File: config.mk
export PLATFORM = sky130hd
export DESIGN_NAME = bank_decoder_top
export DESIGN_NICKNAME = d
export VERILOG_FILES = /design/src/rtl/bdec_pkg.sv /design/src/rtl/bdec_region.sv /design/src/rtl/bdec_bank_reg.sv /design/src/rtl/bdec_map.sv /design/src/rtl/bank_decoder_top.sv
export SDC_FILE = /design/constraint.sdc
export NUM_CORES = 1
export LEC_CHECK = 0
export ABC_AREA = 1
export BUFFER_PORTS_ARGS = -buffer_cell sky130_fd_sc_hd__clkbuf_2
export CAP_MARGIN = 20
export CORE_MARGIN = 5
export CORE_UTILIZATION = 34
export DETAILED_ROUTE_END_ITERATION = 10
export PLACE_DENSITY = 0.73
export SLEW_MARGIN = 0
export SYNTH_ARGS = -nofsm -noshare
export SYNTH_HDL_FRONTEND = slang
export SYNTH_HIERARCHICAL = 1
export SYNTH_SLANG_ARGS = --single-unit
File: constraint.sdc
create_clock -name clk -period 1.1 [get_ports clk]
set_input_delay 0.055 -clock clk [delete_from_list [all_inputs] [get_ports clk]]
set_output_delay 0.055 -clock clk [all_outputs]
set_load 0.02 [all_outputs]
File: src/rtl/bdec_pkg.sv
package bdec_pkg;

    typedef enum logic [1:0] {
        RG_SWAP    = 2'd0,
        RG_SCRATCH = 2'd1,
        RG_IO      = 2'd2,
        RG_STACK   = 2'd3
    } region_e;

endpackage

File: src/rtl/bdec_region.sv
module bdec_region
    import bdec_pkg::*;
#(
    parameter int CPU_AW     = 10,
    parameter int IO_BASE    = 'h3B8,
    parameter int IO_PORTS   = 8,
    parameter int STACK_BASE = 'h3C0
) (
    input  logic [CPU_AW-1:0]           addr,
    output region_e                     region,
    output logic [$clog2(IO_PORTS)-1:0] io_idx
);
    localparam int IDX_W = $clog2(IO_PORTS);
    localparam logic [CPU_AW-1:0] IO_LO = CPU_AW'(IO_BASE);
    localparam logic [CPU_AW-1:0] IO_HI = CPU_AW'(IO_BASE + IO_PORTS - 1);
    localparam logic [CPU_AW-1:0] ST_LO = CPU_AW'(STACK_BASE);

    logic [CPU_AW-1:0] io_off;

    always_comb begin
        io_off = addr - IO_LO;
        io_idx = io_off[IDX_W-1:0];
        if (!addr[CPU_AW-1]) begin
            region = RG_SWAP;
        end else if (addr >= IO_LO && addr <= IO_HI) begin
            region = RG_IO;
        end else if (addr >= ST_LO) begin
            region = RG_STACK;
        end else begin
            region = RG_SCRATCH;
        end
    end
endmodule

File: src/rtl/bdec_bank_reg.sv
module bdec_bank_reg #(
    parameter int BANK_W = 7,
    parameter int DATA_W = 8
) (
    input  logic              clk,
    input  logic              rst_n,
    input  logic              load,
    input  logic [DATA_W-1:0] wdata,
    output logic [BANK_W-1:0] bank_q
);
    always_ff @(posedge clk) begin
        if (!rst_n) begin
            bank_q <= '0;
        end else if (load) begin
            bank_q <= wdata[BANK_W-1:0];
        end
    end
endmodule

File: src/rtl/bdec_map.sv
module bdec_map
    import bdec_pkg::*;
#(
    parameter int BANK_W   = 7,
    parameter int OFF_W    = 9,
    parameter int IO_PORTS = 8
) (
    input  region_e                     region,
    input  logic [$clog2(IO_PORTS)-1:0] io_idx,
    input  logic [OFF_W-1:0]            offset,
    input  logic [BANK_W-1:0]           bank_q,
    input  logic                        rd,
    input  logic                        wr,
    output logic [BANK_W+OFF_W-1:0]     phys_addr,
    output logic                        rom_cs,
    output logic                        ram_cs,
    output logic                        mem_we,
    output logic [IO_PORTS-1:0]         io_sel
);
    localparam logic [BANK_W-1:0] COMMON_BANK = '1;

    logic [BANK_W-1:0] bank_sel;
    logic              active;
    logic              mem_hit;
    logic              io_hit;
    logic              is_ram;

    always_comb begin
        active  = rd | wr;
        mem_hit = 1'b0;
        io_hit  = 1'b0;
        unique case (region)
            RG_SWAP: begin
                bank_sel = bank_q;
                mem_hit  = active;
            end
            RG_SCRATCH: begin
                bank_sel = COMMON_BANK;
                mem_hit  = active;
            end
            RG_STACK: begin
                bank_sel = COMMON_BANK;
                mem_hit  = active;
            end
            RG_IO: begin
                bank_sel = COMMON_BANK;
                io_hit   = active;
            end
            default: begin
                bank_sel = COMMON_BANK;
            end
        endcase
        is_ram    = bank_sel[BANK_W-1];
        phys_addr = {bank_sel, offset};
        rom_cs    = mem_hit & ~is_ram;
        ram_cs    = mem_hit &  is_ram;
        mem_we    = mem_hit &  is_ram & wr;
    end

    for (genvar k = 0; k < IO_PORTS; k++) begin : g_port
        assign io_sel[k] = io_hit && (io_idx == ($clog2(IO_PORTS))'(k));
    end
endmodule

File: src/rtl/bank_decoder_top.sv
module bank_decoder_top
    import bdec_pkg::*;
#(
    parameter int CPU_AW     = 10,
    parameter int BANK_W     = 7,
    parameter int DATA_W     = 8,
    parameter int IO_BASE    = 'h3B8,
    parameter int IO_PORTS   = 8,
    parameter int STACK_BASE = 'h3C0,
    parameter int BANK_PORT  = 0
) (
    input  logic                       clk,
    input  logic                       rst_n,
    input  logic [CPU_AW-1:0]          cpu_addr,
    input  logic                       cpu_rd,
    input  logic                       cpu_wr,
    input  logic [DATA_W-1:0]          cpu_wdata,
    output logic [BANK_W+CPU_AW-2:0]   phys_addr,
    output logic                       rom_cs,
    output logic                       ram_cs,
    output logic                       mem_we,
    output logic [IO_PORTS-1:0]        io_sel
);
    localparam int OFF_W = CPU_AW - 1;
    localparam int IDX_W = $clog2(IO_PORTS);

    region_e           region;
    logic [IDX_W-1:0]  io_idx;
    logic [BANK_W-1:0] bank_q;
    logic              bank_load;

    bdec_region #(
        .CPU_AW(CPU_AW), .IO_BASE(IO_BASE),
        .IO_PORTS(IO_PORTS), .STACK_BASE(STACK_BASE)
    ) region_i (
        .addr(cpu_addr), .region(region), .io_idx(io_idx)
    );

    assign bank_load = cpu_wr && (region == RG_IO) && (io_idx == IDX_W'(BANK_PORT));

    bdec_bank_reg #(.BANK_W(BANK_W), .DATA_W(DATA_W)) bank_i (
        .clk(clk), .rst_n(rst_n), .load(bank_load),
        .wdata(cpu_wdata), .bank_q(bank_q)
    );

    bdec_map #(.BANK_W(BANK_W), .OFF_W(OFF_W), .IO_PORTS(IO_PORTS)) map_i (
        .region(region), .io_idx(io_idx), .offset(cpu_addr[OFF_W-1:0]),
        .bank_q(bank_q), .rd(cpu_rd), .wr(cpu_wr),
        .phys_addr(phys_addr), .rom_cs(rom_cs), .ram_cs(ram_cs),
        .mem_we(mem_we), .io_sel(io_sel)
    );
endmodule

## After elaboration in Yosys (flattened, before gate mapping)

Index checks and enable logic that the tools add are counted.

- $add $sub $neg: 1
- Order comparisons: 3
- Equal/unequal tests: 10
- Mux-type cells: 6
- Bitwise operators: 5
- Reduce and logical (&&, ||, !) cells: 15

Operators with widths:

| cell | count |
|---|---|
| $ge 10x10->1 const B | 2 |
| $pmux 7 s2 | 1 |
| $eq 3x3->1 const B | 4 |
| $logic_and 1x1->1 | 11 |
| $le 10x10->1 const B | 1 |
| $eq 3x2->1 const B | 2 |
| $mux 2 | 3 |
| $reduce_or 3->1 | 2 |
| $eq 2x2->1 const B | 2 |
| $and 1x1->1 | 3 |
| $eq 3x1->1 const B | 1 |
| $logic_not 3->1 | 1 |
| $sub 3x1->3 const B | 1 |
| $eq 2x1->1 const B | 1 |
| $logic_not 2->1 | 1 |
| $mux 1 | 2 |
| $not 1->1 | 1 |
| $or 1x1->1 | 1 |

- Register bits: 7
- Bits of input ports: 22
- Logic and storage cells: 41

## Logic depth before layout (Yosys ltp)

Gate-level depths: netlist (run 1).

- Depth after elaboration: 9
- Gate-level depth with buffers: 11
- Gate-level depth less buffers: 10

## Hierarchy

Netlist (run 1), hierarchy kept.

Modules (own cells, without submodules):

| module | instances | cells an instance | area an instance (um2) |
|---|---|---|---|
| bdec_bank_reg | 1 | 43 | 282.8 |
| bdec_map | 1 | 50 | 246.5 |
| bdec_region | 1 | 15 | 71.3 |
| bank_decoder_top | 1 | 6 | 26.3 |

## Least setup slack after synthesis (run 1)

No wires, ideal clock.

- Path type: input-to-output
- Start point: in cpu_addr[6]
- End point: out mem_we
- Data arrival time: 1063 ps
- Data required time: 1045 ps
- Path slack: -18 ps
- Cell stages on the path: 9
- Buffers on the path: 0
- Path through: inv_1 nand2_1 nor2_1 nand2_1 nand2_1 nor2_1 nand2_1 nand3_1 nor2_1

- Cells in the longest elaborated chain, start to end: 9
- Elaborated cells between the ends (all ways): 17
- Those cells by class: order compare: 3; eq/ne: 3; mux: 5; bitwise: 2; reduce/logical: 4

RTL lines:

| item | line | source |
|---|---|---|
| start: declaration | bank_decoder_top.sv:14 | `input logic [CPU_AW-1:0] cpu_addr,` |
| $ge 10x10->1 (tied with other cells) | bdec_region.sv:27 | `end else if (addr >= ST_LO) begin` |
| $mux 2 or $logic_and 1x1->1 (tied branches) | bdec_region.sv:27, bdec_region.sv:25 |  |
| $mux 2 * | bdec_region.sv:25 | `end else if (addr >= IO_LO && addr <= IO_HI) begin` |
| $mux 2 * | bdec_region.sv:23 | `if (!addr[CPU_AW-1]) begin` |
| net region[1] | bank_decoder_top.sv:27 | `region_e region;` |
| $eq 2x2->1 or $eq 2x1->1 (tied branches) | bdec_map.sv:32 | `unique case (region)` |
| $reduce_or 3->1 (no source line) | n/a |  |
| $pmux 7 s2 * | bdec_map.sv:32 |  |
| net phys_addr[15] | bank_decoder_top.sv:18 | `output logic [BANK_W+CPU_AW-2:0] phys_addr,` |
| $and 1x1->1 * (2 in a row) | bdec_map.sv:57 | `mem_we = mem_hit & is_ram & wr;` |
| end: declaration | bank_decoder_top.sv:21 | `output logic mem_we,` |

The timed path passes the listed nets; every way through them passes the cells marked *.

## Worst setup path in the final report (run 1)

- Start point: in cpu_addr[9]
- End point: out mem_we

- Cells in the longest elaborated chain, start to end: 9
- Elaborated cells between the ends (all ways): 17
- Those cells by class: order compare: 3; eq/ne: 3; mux: 5; bitwise: 2; reduce/logical: 4

RTL lines:

| item | line |
|---|---|
| $ge 10x10->1 or $le 10x10->1 (tied branches) | bdec_region.sv:25 |
| $logic_and 1x1->1 | bdec_region.sv:25 |
| $mux 2 | bdec_region.sv:25 |
| $mux 2 * | bdec_region.sv:23 |
| net region[0] | bank_decoder_top.sv:27 |
| $eq 2x2->1 (tied with other cells) | bdec_map.sv:32 |
| $reduce_or 3->1 (no source line) | n/a |
| $pmux 7 s2 or $mux 1 (tied branches) | bdec_map.sv:32 |
| $and 1x1->1 * (2 in a row) | bdec_map.sv:57 |

Marks and branches as above.

==> reports/results.tsv, run 1 <==
stage	metric	value	unit
yosys	Synth Instances	114	
place	post-DP HPWL	1290	um
yosys	largest area contributor in the netlist	dfxtp_1	
global_route	initial antenna violation count	0	
cells_and_area	Final Cell Area	1000	um^2
clock_tree	CTS Buffer Depth	2	
sta	Worst Tran Pin Value	0.190	ns
place	number of port buffers	47	
floorplanning	CORE AREA	1750	um^2
power	Leak	0.000560	uW
yosys	cell area after synthesis	627	um^2
cells_and_area	max FFs per register	7	
setup_path	r2r endpoint	bank_i/bank_q[4]	
yosys	largest family of logic cells by synthesized area	simple AND/OR/NAND/NOR gates	
sta	Setup WS post-layout	-0.0572	ns
yosys	post-synthesis mux area share	0	
setup_path	Worst path slowest cell	a21oi_4	
setup_path	critical path start-end classification	input pin to output port	
sta	fmax	864	MHz
cells_and_area	Post-Layout Cell Count	182	
place	Placer Congestion	0.711	
power	Pint	513	uW
global_route	vias in the first global route	641	
outcome	failing checks	setup timing	
clock_tree	total CTS buffers	3	
yosys	xor-xnor portion of the synthesized cell area	0	
cells_and_area	share of cells above drive strength 1	0.471	
global_route	largest net degree at the start of global routing	15	
cells_and_area	FF/Latch Area	141	um^2
yosys	Synth Register Bits	7	
sta	skew final	0	ns
setup_path	Crit path largest cell delay	0.19	ns
drt	Vias	752	
drt	initial drt markers	13	
power	sequential group share of total power	0.326	
setup_path	Worst Setup End Kind	output port	
power	Final Power	781	uW
sta	Min Clock Period, post-route	1.16	ns
drt	Routed WL	1830	um
floorplanning	FP Rows	15	
drt	met3 routed WL	118	um
sta	Final Hold Fails	0	
drt	final antenna-violating net count	0	
sta	final setup vio count	1	
cells_and_area	Nets	180	
cells_and_area	largest reg by FF count	bank_i/bank_q	
floorplanning	Die H	52.9	um
min_path	hold path depth	5	
floorplanning	die width	52.9	um
sta	Slew headroom	0.873	
sta	unrepaired setup endpoints after global routing	true	
floorplanning	Initial Utilization	0.359	
yosys	Synth cell types	10	
floorplanning	Top-Level Pins	49	
cells_and_area	biggest regs	bank_i/bank_q (7)	
drt	Metal-1 WL	671	um
setup_path	Worst Path Required	1.04	ns
min_path	Worst Hold Class	input pin to register	
sta	Tcrit/Tclk final	1.05	
place	pre-CTS WS	-0.0967	ns
yosys	Synthesized Nets	136	
cells_and_area	most common cell after layout, fill and taps aside	clkbuf_2	
power	Power per Cell Area	777	nW/um^2
drt	DR DRC count	0	
clock_tree	# H-tree levels	1	
run	max-capacitance violation count	0	
setup_path	r2r setup slk	0.55	ns
cells_and_area	most frequent cells in the layout	33 x clkbuf_2, 25 x nor2_1, 20 x nand2_1	
setup_path	Reg2Reg Depth	2	
setup_path	Worst EP arrival	1.10	ns
place	Inst Count DP	176	
min_path	hold-critical path endpoint	bank_i/bank_q[5]	
yosys	mean cell area of the mapped netlist	5.50	um^2
outcome	status	finished, violations left	
setup_path	RR Startpoint	bank_i/bank_q[4]	
power	Clock power frac	0.308	
yosys	post-synthesis sequential area ratio	0.224	
global_route	gr usage total	0.119	
sta	Final Max Tran Viols	0	
setup_path	startpoint types	input pin	
drt	top sig layer	met3	
clock_tree	Hold-fix buffers, CTS	0	
drt	Vias/cell	4.13	
clock_tree	Clk Latency, worst-skew pair	0.25	ns
clock_tree	CTS root buf	clkbuf_4	
power	peak supply drop	0.381	mV
yosys	Compound-Gate Fraction of Synth Area	0.00798	
power	Sw Pwr	268	uW
yosys	largest cells by area after synthesis	dfxtp_1 22%, nor2_1 17%, nand2_1 16%	
setup_path	Worst Path Max Fanout	3	
floorplanning	die area	2800	um^2
yosys	Post-Synth Simple-Gate Area	0.481	
yosys	adder-cell share of the synthesized area	0	
drt	drt pass-1 iters	4	
place	Post-DP Area	830	um^2
setup_path	CP Cell Sequence	buf_6, nand2_2, nor2_4, a21oi_4, inv_1, nand2_1, nand3_2, nor2_2, clkbuf_8	
drt	DR WL met2	1030	um
global_route	global-route wire length before repair	2540	um
clock_tree	CTS tree	built	
clock_tree	Reg clk slew, reported paths	0.05	ns
power	Comb pwr share	0.366	
drt	routed length per placed instance	10.0	um
cells_and_area	P&R area growth vs syn	60.3	%
cells_and_area	n_diodes	0	
yosys	YS warnings	6	
cells_and_area	fill cell count	157	
power	Sw Ratio	0.343	
min_path	Hold Startpoint	cpu_wdata[5]	
cells_and_area	area of the multi-input gates	385	um^2
global_route	total gr overflow	0	
yosys	top-area cell type share of the netlist area	0.224	
clock_tree	CTS sink cnt	7	
cells_and_area	post-layout util	0.576	
==> power groups by stage <==
stage	Clock [uW]	Combinational, uW	Sequential [uW]
floorplan	0	162	260
global placement	0	225	260
detailed placement	0	228	260
CTS	248	250	255
global route	271	309	254
finish	240	286	255
==> critical path: cells and delay by family <==
kind / cells / cell delay (ns)
AND/OR/NAND/NOR: 5 / 0.49
buffers and inverters: 3 / 0.37
AO/OA/AOI/OAI: 1 / 0.19
==> final cells by class <==
cell class	count	area share
repair buffers	52	0.335
flip-flops and latches	7	0.141
well taps	25	0.0311
inverters	21	0.0834
clock buffers	4	0.0262
multi-input cells	73	0.384
==> Yosys cell counts <==
library cell	instances
buf_6	1
nor2_1	28
dfxtp_1	7
a21oi_1	1
inv_1	21
or2_1	6
nand3_1	9
nor2_2	2
nand2_1	27
buf_4	12
==> cells by family (layout without fill, tap and decap cells) <==
family                 count (synthesis)  count (layout)
flip-flops                             7               7
AO/OA/AOI/OAI                          1               1
buffers and inverters                 34              77
AND/OR/NAND/NOR                       72              72
==> through the flow <==
step                hold WS [ns]  setup TNS [ns]
global placement           0.338          -0.590
global route              0.0782          -0.410
CTS                       0.0697               0
detailed placement         0.340           -1.46
finish                    0.0764         -0.0572
floorplan                  0.175               0
==> repair_timing <==
item / in CTS / in global routing
pin swaps: 1 / 8
setup buffers: 2 / 0
endpoints found under the setup margin: 16 / 18
resized for setup: 12 / 34
==> metal layers <==
layer,up-vias,global-route usage
li1,408,-
met1,323,0.138
met2,21,0.209
met3,0,0.0310
met4,0,0.0383
met5,-,0
==> how the worst max path moves through the flow <==
stage           startpoint               end  slack (ns)
2_1_floorplan  cpu_addr[6]            mem_we        0.05
3_3_place_gp   cpu_addr[6]  bank_i/bank_q[1]       -0.04
3_5_place_dp   cpu_addr[6]         io_sel[5]        -0.1
4_1_cts        cpu_addr[6]      phys_addr[9]       0.004
5_1_grt        cpu_addr[9]            mem_we       -0.11
6_report       cpu_addr[9]            mem_we       -0.06
Note: power is estimated with default switching activity, not from simulation.
==> inputs of run 2 (changes only) <==
--- a/config.mk
+++ b/config.mk
@@ -9,9 +9,9 @@
 export BUFFER_PORTS_ARGS = -buffer_cell sky130_fd_sc_hd__clkbuf_2
 export CAP_MARGIN = 20
 export CORE_MARGIN = 5
-export CORE_UTILIZATION = 34
+export CORE_UTILIZATION = 41
 export DETAILED_ROUTE_END_ITERATION = 10
-export PLACE_DENSITY = 0.73
+export PLACE_DENSITY = 0.83
 export SLEW_MARGIN = 0
 export SYNTH_ARGS = -nofsm -noshare
 export SYNTH_HDL_FRONTEND = slang
==> constraint.sdc (replaced) <==
create_clock -name clk -period 1.4 [get_ports clk]
set_input_delay 0.07 -clock clk [delete_from_list [all_inputs] [get_ports clk]]
set_output_delay 0.07 -clock clk [all_outputs]
set_load 0.02 [all_outputs]
==> run 2 against run 1 <==
  * The run now ends clean
  * Sequential cell count unchanged
  * Clock-buffer cell count unchanged
  * Core utilization decreased by 2.2 points
  * Sequential share of layout area increased by 3.1 points
  * Sequential power fell by 22%
  * Combinational power is 39% lower
  * Final area decreased by 19%
  * Clock power is 25% lower
  * Setup slack better by 0.14 ns
  * Wire length decreased by 7.8%
  * Global-route usage is 2.0 points higher
  * Critical path type unchanged
  * Critical endpoint is now io_sel[2]
  * Largest power group is now registers
==> reports/results.tsv, run 2 (synthesis results as in run 1) <==
stage	metric	value	unit	change
cells_and_area	most common cell after layout, fill and taps aside	clkbuf_2		unchanged
clock_tree	CTS tree	built		unchanged
drt	initial drt markers	6		was 13
setup_path	Worst Path Max Fanout	8		was 3
min_path	hold path depth	5		unchanged
sta	skew final	0	ns	unchanged
global_route	met3 usage	0.0245		was 0.0310
global_route	largest net degree at the start of global routing	15		unchanged
outcome	status	finished clean		was finished, violations left
cells_and_area	n_diodes	0		unchanged
sta	Tcrit/Tclk final	0.940		
setup_path	Worst Path Required	1.33	ns	was 1.04 ns
power	sequential group share of total power	0.361		was 0.326
clock_tree	Reg clk slew, reported paths	0.05	ns	about the same
cells_and_area	FF/Latch Area	140	um^2	was 141 um^2
cells_and_area	share of cells above drive strength 1	0.346		was 0.471
clock_tree	# H-tree levels	1		unchanged
floorplanning	Top-Level Pins	49		unchanged
setup_path	Reg2Reg Depth	2		unchanged
power	Sw Pwr	183	uW	was 268 uW
floorplanning	Die H	49.1	um	was 52.9 um
drt	Routed WL	1680	um	was 1830 um
clock_tree	Clk Latency, worst-skew pair	0.24	ns	was 0.25 ns
floorplanning	die area	2410	um^2	was 2800 um^2
power	Pint	371	uW	was 513 uW
sta	Slew headroom	0.802		was 0.873
drt	Vias/cell	4.47		was 4.13
place	Placer Congestion	0.804		was 0.711
sta	Final Max Tran Viols	0		unchanged
clock_tree	total CTS buffers	3		unchanged
setup_path	startpoint types	input pin		unchanged
sta	Setup WS post-layout	0.0838	ns	was -0.0572 ns
global_route	total gr overflow	0		unchanged
clock_tree	CTS root buf	clkbuf_4		unchanged
cells_and_area	area of the multi-input gates	307	um^2	was 385 um^2
min_path	Worst Hold Class	input pin to register		unchanged
clock_tree	Post-CTS Resized	0		was 12
cells_and_area	P&R area growth vs syn	29.9	%	was 60.3%
power	Power per Cell Area	680	nW/um^2	was 777 nW/um^2
place	post-DP HPWL	1380	um	was 1290 um
clock_tree	Hold-fix buffers, CTS	0		unchanged
drt	DR DRC count	0		unchanged
drt	final antenna-violating net count	0		unchanged
global_route	global-route wire length before repair	2750	um	was 2540 um
cells_and_area	largest reg by FF count	bank_i/bank_q		unchanged
drt	routed length per placed instance	9.95	um	was 10.0 um
power	Comb pwr share	0.316		was 0.366
floorplanning	Initial Utilization	0.426		was 0.359
setup_path	r2r setup slk	0.84	ns	was 0.55 ns
global_route	GR Util met1	0.146		was 0.138
sta	final setup vio count	0		was 1
power	Clock power frac	0.323		was 0.308
floorplanning	FP Rows	14		was 15
place	pre-CTS WS	0.107	ns	was -0.0967 ns
cells_and_area	max FFs per register	7		unchanged
clock_tree	postcts setup bufs	0		was 2
clock_tree	CTS sink cnt	7		unchanged
floorplanning	CORE AREA	1470	um^2	was 1750 um^2
global_route	met2 global-route usage	0.260		was 0.209
drt	drt pass-1 iters	4		unchanged
global_route	global route hottest layer	met2		unchanged
sta	unrepaired setup endpoints after global routing	false		was true
cells_and_area	Nets	176		was 180
global_route	vias in the first global route	643		was 641
power	Sw Ratio	0.330		was 0.343
sta	TNS Setup	0	ns	was -0.0572 ns
sta	Worst Tran Pin Value	0.297	ns	was 0.190 ns
sta	Final Hold Fails	0		unchanged
setup_path	Worst Setup End Kind	output port		unchanged
sta	fmax	760	MHz	
setup_path	Worst EP arrival	1.25	ns	was 1.10 ns
power	peak supply drop	0.405	mV	was 0.381 mV
floorplanning	die width	49.1	um	was 52.9 um
power	Leak	0.000509	uW	was 0.000560 uW
sta	Min Clock Period, post-route	1.32	ns	
cells_and_area	biggest regs	bank_i/bank_q (7)		unchanged
cells_and_area	fill cell count	148		was 157
global_route	initial antenna violation count	0		unchanged
cells_and_area	most frequent cells in the layout	47 x clkbuf_2, 28 x nor2_1, 27 x nand2_1		was 33 x clkbuf_2, 25 x nor2_1, 20 x nand2_1
run	max-capacitance violation count	0		unchanged
setup_path	critical path start-end classification	input pin to output port		unchanged
place	number of port buffers	47		unchanged
clock_tree	CTS Buffer Depth	2		unchanged
drt	Vias	755		was 752
global_route	gr usage total	0.139		was 0.119
[run 2: cell type report]
class,instances,area share
sequential,7,0.172
timing repair buffer,48,0.298
clock buffer,4,0.0323
inverter,21,0.0968
multi-input combinational,73,0.376
tap,16,0.0246
[run 2: through the flow]
stage          power (uW)  utilization  area, um^2  hold WS, ns  std cells
4_1_cts               560        0.554         815       0.0960        169
3_3_place_gp          374        0.536         788        0.346        165
2_1_floorplan         330            -         627        0.190        114
5_1_grt               591        0.554         815        0.116        169
3_5_place_dp          379        0.536         788        0.353        165
6_report              554        0.554         815       0.0992        169
[run 2: final timing paths]
path                     from               end
min              cpu_wdata[3]  bank_i/bank_q[3]
min reg2reg  bank_i/bank_q[3]  bank_i/bank_q[3]
max               cpu_addr[6]         io_sel[2]
max reg2reg  bank_i/bank_q[6]  bank_i/bank_q[6]
[run 2: per-layer routing]
layer / vias to the layer above / share of wire / wire length, um
met5: - / 0 / 0
met4: 0 / 0.016 / 27
met3: 4 / 0.051 / 85
met2: 27 / 0.56 / 946
met1: 324 / 0.37 / 621
li1: 400 / - / -
[run 2: critical path: stages]
cell and delay, ns:
clkbuf_2 0.09, inv_1 0.05, nand2_1 0.04, nor2_1 0.15, nand2_1 0.09, nand2_1 0.13
nand3_1 0.25, nor2_1 0.18, clkbuf_2 0.19
[run 2: power by group through the flow]
| stage | Combinational [uW] | Sequential (uW) | Clock (uW) |
|---|---|---|---|
| after floorplan | 126 | 204 | 0 |
| after global placement | 170 | 204 | 0 |
| after detailed placement | 174 | 204 | 0 |
| after CTS | 175 | 200 | 184 |
| after global routing | 193 | 200 | 198 |
| final | 175 | 200 | 179 |
